### src/rtl/fcmp_pkg.sv
package fcmp_pkg;

   typedef enum logic [1:0] {
      OP_EQ   = 2'd0,
      OP_LE   = 2'd1,
      OP_LT   = 2'd2,
      OP_IDLE = 2'd3
   } cmp_op_e;

   // Per-operand facts derived from the encoding alone
   typedef struct packed {
      logic is_nan;
      logic is_snan;
      logic mag_zero;
   } opnd_cls_t;

   // Relations between the operands, NaN handling not yet applied
   typedef struct packed {
      logic eq;
      logic le;
      logic lt;
   } order_t;

endpackage

### src/rtl/fcmp_classify.sv
module fcmp_classify
   import fcmp_pkg::*;
#(
   parameter int EXP_W = 8,
   parameter int MAN_W = 23
) (
   input  logic [1+EXP_W+MAN_W-1:0] val,
   output opnd_cls_t                cls
);
   localparam int FP_W = 1 + EXP_W + MAN_W;

   logic [EXP_W-1:0] exp_f;
   logic [MAN_W-1:0] man_f;
   logic             exp_ones;
   logic             man_nz;

   assign exp_f    = val[FP_W-2 -: EXP_W];
   assign man_f    = val[MAN_W-1:0];
   assign exp_ones = &exp_f;
   assign man_nz   = |man_f;

   always_comb begin
      cls          = '0;
      cls.is_nan   = exp_ones & man_nz;
      // quiet bit is the top fraction bit; clear means signaling
      cls.is_snan  = exp_ones & man_nz & ~man_f[MAN_W-1];
      cls.mag_zero = ~(|exp_f) & ~man_nz;
   end
endmodule

### src/rtl/fcmp_order.sv
module fcmp_order
   import fcmp_pkg::*;
#(
   parameter int EXP_W     = 8,
   parameter int MAN_W     = 23,
   parameter bit SPLIT_MAG = 1'b0
) (
   input  logic [1+EXP_W+MAN_W-1:0] a,
   input  logic [1+EXP_W+MAN_W-1:0] b,
   input  logic                     a_zero,
   input  logic                     b_zero,
   output order_t                   ord
);
   localparam int FP_W  = 1 + EXP_W + MAN_W;
   localparam int MAG_W = FP_W - 1;

   logic             sgn_a, sgn_b;
   logic [MAG_W-1:0] mag_a, mag_b;
   logic             mag_lt, mag_eq;
   logic             both_zero;
   logic             sgn_diff;

   assign sgn_a = a[FP_W-1];
   assign sgn_b = b[FP_W-1];
   assign mag_a = a[MAG_W-1:0];
   assign mag_b = b[MAG_W-1:0];

   generate
      if (SPLIT_MAG) begin : g_split
         logic [EXP_W-1:0] ea, eb;
         logic [MAN_W-1:0] ma, mb;
         logic             e_lt, e_eq, m_lt, m_eq;
         assign ea   = mag_a[MAG_W-1 -: EXP_W];
         assign eb   = mag_b[MAG_W-1 -: EXP_W];
         assign ma   = mag_a[MAN_W-1:0];
         assign mb   = mag_b[MAN_W-1:0];
         assign e_lt = ea < eb;
         assign e_eq = ea == eb;
         assign m_lt = ma < mb;
         assign m_eq = ma == mb;
         assign mag_lt = e_lt | (e_eq & m_lt);
         assign mag_eq = e_eq & m_eq;
      end else begin : g_flat
         assign mag_lt = mag_a < mag_b;
         assign mag_eq = mag_a == mag_b;
      end
   endgenerate

   assign both_zero = a_zero & b_zero;
   assign sgn_diff  = sgn_a ^ sgn_b;

   always_comb begin
      ord    = '0;
      ord.eq = (~sgn_diff & mag_eq) | both_zero;
      if (sgn_diff) begin
         ord.lt = sgn_a & ~both_zero;
      end else begin
         // negative pair: larger magnitude is the smaller value
         ord.lt = ~mag_eq & (sgn_a ^ mag_lt);
      end
      ord.le = ord.lt | ord.eq;
   end
endmodule

### src/rtl/fcmp_resolve.sv
module fcmp_resolve
   import fcmp_pkg::*;
(
   input  cmp_op_e   op,
   input  logic      fire,
   input  opnd_cls_t cls_a,
   input  opnd_cls_t cls_b,
   input  order_t    ord,
   output logic      hit,
   output logic      inv
);
   logic any_nan, any_snan;

   assign any_nan  = cls_a.is_nan | cls_b.is_nan;
   assign any_snan = cls_a.is_snan | cls_b.is_snan;

   // mag_zero is consumed by the order stage, not here
   logic unused_zero;
   assign unused_zero = cls_a.mag_zero ^ cls_b.mag_zero;

   always_comb begin
      hit = 1'b0;
      inv = 1'b0;
      if (fire) begin
         unique case (op)
            OP_EQ: begin
               hit = ~any_nan & ord.eq;
               inv = any_snan;
            end
            OP_LE: begin
               hit = ~any_nan & ord.le;
               inv = any_nan;
            end
            OP_LT: begin
               hit = ~any_nan & ord.lt;
               inv = any_nan;
            end
            default: begin
               hit = 1'b0;
               inv = 1'b0;
            end
         endcase
      end
   end
endmodule

### src/rtl/fcmp_unit.sv
module fcmp_unit
   import fcmp_pkg::*;
#(
   parameter int EXP_W     = 8,
   parameter int MAN_W     = 23,
   parameter int XLEN      = 32,
   parameter bit SPLIT_MAG = 1'b0
) (
   input  logic                     clk,
   input  logic                     rst_n,
   input  logic                     in_valid,
   input  logic [1:0]               op_sel,
   input  logic [1+EXP_W+MAN_W-1:0] opnd_a,
   input  logic [1+EXP_W+MAN_W-1:0] opnd_b,
   output logic                     res_valid,
   output logic [XLEN-1:0]          res_word,
   output logic                     flag_invalid
);
   localparam int FP_W   = 1 + EXP_W + MAN_W;
   localparam int N_OPND = 2;

   generate
      if (EXP_W < 2 || MAN_W < 2) begin : g_bad_fmt
         $error("fcmp_unit: exponent and fraction need at least 2 bits each");
      end
      if (XLEN < 2) begin : g_bad_xlen
         $error("fcmp_unit: XLEN must be at least 2");
      end
   endgenerate

   cmp_op_e               op;
   logic                  fire;
   logic [FP_W-1:0]       opnd_v [N_OPND];
   opnd_cls_t             cls_v  [N_OPND];
   order_t                ord;
   logic                  hit, inv;
   logic                  vld_q, hit_q, inv_q;

   assign op        = cmp_op_e'(op_sel);
   assign fire      = in_valid & (op != OP_IDLE);
   assign opnd_v[0] = opnd_a;
   assign opnd_v[1] = opnd_b;

   generate
      for (genvar gi = 0; gi < N_OPND; gi++) begin : g_cls
         fcmp_classify #(
            .EXP_W (EXP_W),
            .MAN_W (MAN_W)
         ) u_cls (
            .val (opnd_v[gi]),
            .cls (cls_v[gi])
         );
      end
   endgenerate

   fcmp_order #(
      .EXP_W     (EXP_W),
      .MAN_W     (MAN_W),
      .SPLIT_MAG (SPLIT_MAG)
   ) u_order (
      .a      (opnd_a),
      .b      (opnd_b),
      .a_zero (cls_v[0].mag_zero),
      .b_zero (cls_v[1].mag_zero),
      .ord    (ord)
   );

   fcmp_resolve u_resolve (
      .op    (op),
      .fire  (fire),
      .cls_a (cls_v[0]),
      .cls_b (cls_v[1]),
      .ord   (ord),
      .hit   (hit),
      .inv   (inv)
   );

   always_ff @(posedge clk or negedge rst_n) begin
      if (!rst_n) begin
         vld_q <= 1'b0;
         hit_q <= 1'b0;
         inv_q <= 1'b0;
      end else begin
         vld_q <= fire;
         hit_q <= hit;
         inv_q <= inv;
      end
   end

   assign res_valid    = vld_q;
   assign res_word     = {{(XLEN-1){1'b0}}, hit_q};
   assign flag_invalid = inv_q;

endmodule

### config.mk
export PLATFORM = sky130hd
export DESIGN_NAME = fcmp_unit
export DESIGN_NICKNAME = d
export VERILOG_FILES = /design/src/rtl/fcmp_pkg.sv /design/src/rtl/fcmp_classify.sv /design/src/rtl/fcmp_order.sv /design/src/rtl/fcmp_resolve.sv /design/src/rtl/fcmp_unit.sv
export SDC_FILE = /design/constraint.sdc
export NUM_CORES = 1
export LEC_CHECK = 0
export BUFFER_PORTS_ARGS = -buffer_cell sky130_fd_sc_hd__buf_4
export CORE_MARGIN = 1
export CORE_UTILIZATION = 45
export CTS_CLUSTER_SIZE = 24
export DETAILED_ROUTE_END_ITERATION = 10
export PLACE_DENSITY = 0.85
export SKIP_LAST_GASP = 1
export SLEW_MARGIN = 20
export SYNTH_ARGS = -nofsm -noshare
export SYNTH_HDL_FRONTEND = slang
export SYNTH_HIERARCHICAL = 1
export SYNTH_SLANG_ARGS = --single-unit
export TNS_END_PERCENT = 5
### constraint.sdc
create_clock -name clk -period 1.4 [get_ports clk]
set_clock_uncertainty 0.15 [all_clocks]
set_input_delay 0.28 -clock clk [delete_from_list [all_inputs] [get_ports clk]]
set_output_delay 0.28 -clock clk [all_outputs]
set_load 0.01 [all_outputs]
==> summary.txt, run 1 <==
Timing
  – FMAX: approximately 380 MHz
  – Worst-Margin Slew: around 610 ps
  – Final worst-path setup slack: -1229 ps
  – Unrepaired setup endpoints after global routing: true
  – Final setup fails: 2
  – Final hold viol count: 0
  – Period utilization: 187.8%
  – Worst rel slew slack: 58.58%
  – Fin Setup TNS: -1523 ps
  – Hold WS: 90.52 ps
  – Slew Limit Fails: 0
  – Crit path time final: around 2600 ps

Logic synthesis
  – Number of distinct library cells after synthesis: 37
  – Yosys Warn Count: 6
  – Syn avg cell area: ~7.5 um^2
  – Ys flop type: dfrtp_1
  – Post-synth EDFFs: 0
  – Register area share after synthesis: under 10%
  – #FFs+latches synth: 3
  – Mapped cell area: 1560 um^2
  – Asr flop ratio synth: 100.0%
  – Gate Count Post-Synth: roughly 210

Placement
  – Area after DPL: between 2000 and 3000 um^2
  – Final GP Congestion: about 0.84
  – HPWL after DPL: roughly 4300 um
  – Placed insts: 366
  – Port bufs: roughly 70

Finish
  – Commonest non-fill, non-tap cell in the layout: buf_4
  – Share of post-route cells with drive strength above 1: 59.28%
  – Design area: roughly 3000 um^2
  – Antenna cell count: 0
  – Area Growth Syn to Fin: 92.78%
  – Most frequent cells in the layout: buf_4 (111), conb_1 (31), ha_4 (24), inv_1 (15), inv_4 (12)
  – NumNets Final: 439
  – Fin cells: 380

Die
  – Chip Height: just over 60 um
  – Die ar.: 3707 um^2
  – DIE WIDTH: around 61 um
  – Row cnt: 21
  – Top Ports: 103
  – Core area: between 3000 and 4000 um^2
  – Initial core utilization: 46.76%

GRT
  – First-pass GRT wire length: 9225 um
  – Antenna violations before repair: 0
  – Pin count of the biggest net entering global routing: 6
  – Total Routing Usage GR: between 30 and 40%
  – Vias in the first global route: between 2000 and 2500
  – Global route overflow: 0

Clock tree
  – CTS max path bufs: 2
  – TritonCTS clock tree: done
  – H-tree Lvls: 1
  – Clock transition at path regs: ~40 ps
  – Clk sink count: 3
  – TritonCTS Buffers: 3
  – CTS root buf: clkbuf_4

Routing
  – Final ANT Viol Nets: 0
  – Drt total wl: between 7000 and 8000 um
  – Vias/cell: roughly 5.9
  – Length of the first detailed-routing pass in iterations: 5
  – Total number of vias: between 2000 and 2500
  – DRC: 0
  – Routed wire length per instance: 21.03 um
  – 1st-iter DRT viols: a little over 200

Worst setup path
  – CP cell instances: buf_4, ha_4, nand4_1, nor3_1, a22oi_1, o211ai_1, buf_4, buf_4, o2111ai_2, nand3_1, a22oi_2, a2111oi_2
  – Crit path DAT: 2610 ps
  – Kind of critical path: input port to flop
  – Worst path required time: about 1400 ps
  – Crit end category: flop
  – Critical path depth: 12
  – Worst setup path start: opnd_a[26]
  – Crit-path leading delay family: compound AO/OA/AOI/OAI gates
  – Critical path's slowest cell: nor3_1
  – Crit-path most repeated cell: buf_4
  – Max stage delay on crit path: roughly 350 ps
  – CP bufs+invs: 3
  – Setup crit start kind: input port
  – Largest fanout on the critical path: 4
  – Crit path capture: hit_q$_DFF_PN0_

Flow run
  – Max_cap viols: 0

Outcome
  – Status: finished, violations left
  – Violated checks: negative setup slack

Worst hold path
  – Hold WC Path Type: input port to flop

Power and ir drop
  – IR drop worst, VDD: between 0.2 and 0.25 mV
  – LEAKAGE: about 1.4 nW
  – Pwr dens: 394.6 nW/um^2
[cell type report]
class | count | area (um^2)
Multi-Input combinational cell | 169 | 1680
Fill cell | 148 | 329.1
Timing Repair Buffer | 125 | 1002
Clock buffer | 4 | 26.28
Sequential cell | 3 | 75.07
Tap cell | 46 | 57.56
Inverter | 33 | 166.4
[worst min path at each step]
stage / startpoint / end / slack (ps) / depth (start not counted)
after CTS: op_sel[1] / res_valid$_DFF_PN0_ / 80 / 2
after floorplan: rst_n / flag_invalid$_DFF_PN0_ / -170 / 0
after detailed placement: rst_n / hit_q$_DFF_PN0_ / -80 / 1
after global placement: rst_n / flag_invalid$_DFF_PN0_ / -80 / 1
final: op_sel[1] / res_valid$_DFF_PN0_ / 90 / 2
after global routing: op_sel[1] / res_valid$_DFF_PN0_ / 100 / 2
[through the flow]
| stage | util [%] | setup WS (ps) | power [mW] |
|---|---|---|---|
| 2_1_floorplan | - | -907.9 | 0.4456 |
| 3_3_place_gp | 75.03 | -1167 | 0.7146 |
| 3_5_place_dp | 75.03 | -1206 | 0.7441 |
| 4_1_cts | 82.64 | -916.2 | 0.9927 |
| 5_1_grt | 90.14 | -1467 | 1.247 |
| 6_report | 90.14 | -1229 | 1.187 |
[power by group]
part / internal, mW / switching [mW] / leakage (nW)
Combinational: 0.472 / 0.457 / 1.37
Sequential: 0.0905 / 0.00115 / 0.0399
Clock: 0.108 / 0.0581 / 0.0150
Total: 0.670 / 0.517 / 1.43
[cell usage after synthesis, types with 4 or more instances]
cell | number | area (um^2)
a21oi_1 | 11 | 55.05
o21ai_1 | 4 | 20.02
ha_1 | 35 | 437.9
a211oi_1 | 5 | 37.54
nand4_1 | 10 | 62.56
nand3_1 | 4 | 20.02
inv_1 | 33 | 123.9
and4_1 | 4 | 35.03
nor3_1 | 4 | 20.02
nand2_1 | 10 | 37.54
nor2_1 | 4 | 15.01
buf_4 | 32 | 240.2
nor4_1 | 12 | 75.07
[flip-flops by register name (all words and copies together) (netlist names)]
register      flops
res_valid         1
flag_invalid      1
hit_q             1
[what timing repair did]
item,in CTS,in global routing
setup buffers,4,6
resized for setup,27,47
endpoints found under the hold margin,3,0
hold buffers,1,0
pin swaps,22,32
endpoints found under the setup margin,2,2
[metal layers]
layer / GRT usage, % / up-vias / share of wire, %
li1: - / 950 / -
met3: 3.838 / 79 / 7.9
met5: 0 / - / 0
met1: 37.29 / 1012 / 36
met4: 28.57 / 0 / 8.0
met2: 59.03 / 206 / 48
[cells by family after synthesis]
group	synth area share (%)
AOI/OAI and AO/OA	18.12
xor gates and xnor gates	0.5614
adders and majority gates	28.07
buffers and inverters	23.34
DFF	4.811
other	0.2403
and+or+nand+nor	24.86
No activity file was read; power rests on OpenSTA's default activity.
==> run 2: changes to the inputs <==
ABC_AREA = 1   (was unset)
PLACE_DENSITY = 0.82   (was 0.85)
==> run 2 against run 1 <==
Against the previous run: the run still ends with negative setup slack left; flip-flop and latch count did not move; combinational power fell by 7.0%; hold slack better by 24 ps; non-clock buffer count fell by 28; total power is 1.8% higher; synthesized area is 15% higher; worst setup slack improved by 880 ps; via count decreased by 5.1%; cell area shrank 2.0%; critical path depth up 6; highest routed layer unchanged.
==> summary.txt, run 2 <==
Outcome
  – Status: finished, violations left
  – Violated checks: negative setup slack

Finish
  – Antenna cell count: 0 (unchanged)
  – Commonest non-fill, non-tap cell in the layout: buf_4
  – Final Util: 78.74% (-11 points)
  – Area Growth Syn to Fin: 64.53%
  – NumNets Final: 511 (+16%)
  – Fin cells: 454 (+19%)
  – Most frequent cells in the layout: buf_4 (88), nand2_1 (65), nor2_1 (42), inv_1 (41), conb_1 (31)
  – Share of post-route cells with drive strength above 1: 42.12% (-17 points)

Worst setup path
  – Crit end category: flop
  – Crit-path leading delay family: simple AND/OR/NAND/NOR gates
  – Critical path's slowest cell: ha_4
  – Worst path required time: 1390 ps (about the same)
  – Largest fanout on the critical path: 2 (-2)
  – Crit path DAT: 1730 ps (-880 ps)
  – Kind of critical path: input port to flop
  – Crit-path most repeated cell: nand2_1
  – Max stage delay on crit path: 210 ps (-140 ps)
  – CP cell instances: buf_6, inv_2, ha_4, nand2_1, nand2_1, nand2_1, nand2_1, nand2_2, nand2_2, a21oi_2, nand2_1, nand2_1, nand3_2, nand3_2, nand2_2, nand2_2, nor2_2, nor2_1
  – CP bufs+invs: 2 (-1)
  – Setup crit start kind: input port

Power and ir drop
  – Clock power frac: 20.8% (+6.8 points)
  – Sw Pwr: 0.4786 mW (-7.3%)
  – LEAKAGE: 1.533 nW (+7.3%)
  – Combinational power share: 71.6% (-6.7 points)
  – Cell-internal power: 0.7295 mW (+8.8%)
  – Seq pwr share: 7.6% (about the same)
  – Net Sw Frac: 39.62% (-3.9 points)
  – IR drop worst, VDD: 0.2249 mV (-1.6%)
  – Pwr dens: 409.8 nW/um^2 (+3.9%)

Die
  – Initial core utilization: 47.86% (+1.1 points)
  – Chip Height: 65.10 um (+6.9%)
  – Die ar.: 4238 um^2 (+14%)
  – Row cnt: 22 (+4.8%)
  – Core area: 3744 um^2 (+12%)
  – DIE WIDTH: 65.10 um (+6.9%)
  – Top Ports: 103 (unchanged)

Timing
  – Final worst-path setup slack: -345.6 ps (+883.2 ps)
  – Final setup fails: 1 (-1)
  – Crit path time final: 1746 ps (-883.2 ps)
  – Period utilization: 124.7% (-63 points)
  – FMAX: 572.9 MHz (+51%)
  – Hold WS: 114.8 ps (+24.24 ps)
  – Fin Setup TNS: -345.6 ps (+1177 ps)
  – Final hold viol count: 0 (unchanged)
  – Slew Limit Fails: 0 (unchanged)
  – Unrepaired setup endpoints after global routing: true

Routing
  – Vias/cell: 4.696 (-21%)
  – 1st-iter DRT viols: 63 (-69%)
  – Final ANT Viol Nets: 0 (unchanged)
  – DRC: 0 (unchanged)
  – Routed wire length per instance: 10.74 um (-49%)
  – Length of the first detailed-routing pass in iterations: 4 (-1)
  – Drt total wl: 4875 um (-39%)
  – Total number of vias: 2132 (-5.1%)

Logic synthesis
  – #FFs+latches synth: 3 (unchanged)
  – Post-synth top cells: nand2_1 (73), inv_1 (59), nor2_1 (46)
  – Synth area leaders: ha_1 (24%), nand2_1 (15%), buf_4 (13%)
  – Mapped cell area: 1792 um^2 (+15%)
  – Number of distinct library cells after synthesis: 22 (-41%)
  – Gate Count Post-Synth: 307 (+48%)
  – Yosys Warn Count: 6 (unchanged)
  – Syn avg cell area: 5.836 um^2 (-23%)
  – Asr flop ratio synth: 100.0% (unchanged)
  – Top-count cell post-synth: nand2_1
  – Share of the synthesized area in the top cell type: 24.44% (-3.6 points)
  – Post-synth EDFFs: 0 (unchanged)
  – Register area share after synthesis: 4.190% (-0.62 points)
  – Ys flop type: dfrtp_1
  – Yosys top cell by area: ha_1

Clock tree
  – Clock transition at path regs: 30 ps (about the same)
  – CTS root buf: clkbuf_8
  – CTS max path bufs: 2 (unchanged)
  – H-tree Lvls: 1 (unchanged)
  – Clk sink count: 3 (unchanged)
  – TritonCTS Buffers: 3 (unchanged)
  – TritonCTS clock tree: done

GRT
  – Total Routing Usage GR: 23.50% (-11 points)
  – Pin count of the biggest net entering global routing: 5 (-1)
  – First-pass GRT wire length: 8031 um (-13%)
  – Global route overflow: 0 (unchanged)
  – Antenna violations before repair: 0 (unchanged)
  – Vias in the first global route: 1989 (-3.4%)

Placement
  – Dpl ws: -578.8 ps (+627.2 ps)
  – Placed insts: 444 (+21%)
  – Port bufs: 71 (unchanged)
  – Final GP Congestion: 0.8982 (+6.8%)
  – HPWL after DPL: 3985 um (-7.2%)

Flow run
  – Max_cap viols: 0 (unchanged)

Worst hold path
  – Hold WC Path Type: input port to flop
[run 2: changes by cell type in the layout (fill, tap and decap cells not counted), sizes merged, moves of 3 or more]
cell and change:
a2111oi -3, a211oi -5, and4 -4, buf -28
inv +26, nand2 +67, nand3 +5, nand4 +5
nor2 +43, nor4 -7, o21ai -5, or4 -5
[run 2: repair_timing]
| item | 4_1_cts | 5_1_grt |
|---|---|---|
| setup buffers | 4 | 1 |
| resized for setup | 40 | 10 |
| hold buffers | 1 | 0 |
| hold endpoints to repair | 3 | 0 |
| endpoints found under the setup margin | 1 | 2 |
| pin swaps | 33 | 13 |
[run 2: logic make-up after synthesis]
family / Yosys count / share of synthesized area [%]
compound gates: 16 / 5.238
fa+ha+maj: 35 / 24.44
buf+inv: 91 / 25.77
flops: 3 / 4.190
other cells: 1 / 0.2093
simple gates: 161 / 40.15
[run 2: cell type report]
type                       count  area (um^2)
clock buffer                   4        45.04
fill                         283        795.8
inverter                      59        229.0
multi-input combinational    243         1769
sequential                     3        75.07
tap                           48        60.06
timing repair buffer          97        769.5
[run 2: worst paths after layout]
path | startpoint | end | slack, ps | cells past startpoint
worst min-delay path | op_sel[1] | res_valid$_DFF_PN0_ | 110 | 2
max in group asynchronous | rst_n | res_valid$_DFF_PN0_ | 760 | 2
worst max-delay path | opnd_b[16] | hit_q$_DFF_PN0_ | -350 | 18
min in group asynchronous | rst_n | hit_q$_DFF_PN0_ | 250 | 2
[run 2: per-stage QoR]
step           cell area (um^2)  power (mW)
2_1_floorplan              2110      0.5530
3_3_place_gp               2613      0.7987
3_5_place_dp               2613      0.8118
4_1_cts                    2910       1.176
5_1_grt                    2948       1.312
6_report                   2948       1.208
[run 2: power groups by stage]
| stage | logic, mW | registers (mW) | clock network (mW) |
|---|---|---|---|
| global route | 0.959 | 0.0918 | 0.261 |
| finish | 0.865 | 0.0917 | 0.251 |
| detailed placement | 0.719 | 0.0927 | 0 |
| CTS | 0.830 | 0.0917 | 0.254 |
| global placement | 0.706 | 0.0926 | 0 |
| floorplan | 0.459 | 0.0937 | 0 |
[run 2: layer usage]
layer	GRT usage, %	wire (um)	vias up
met5	0	0	-
met4	5.163	36	0
met3	2.951	307	4
met2	44.53	2509	91
met1	27.84	2021	934
li1	-	-	1103
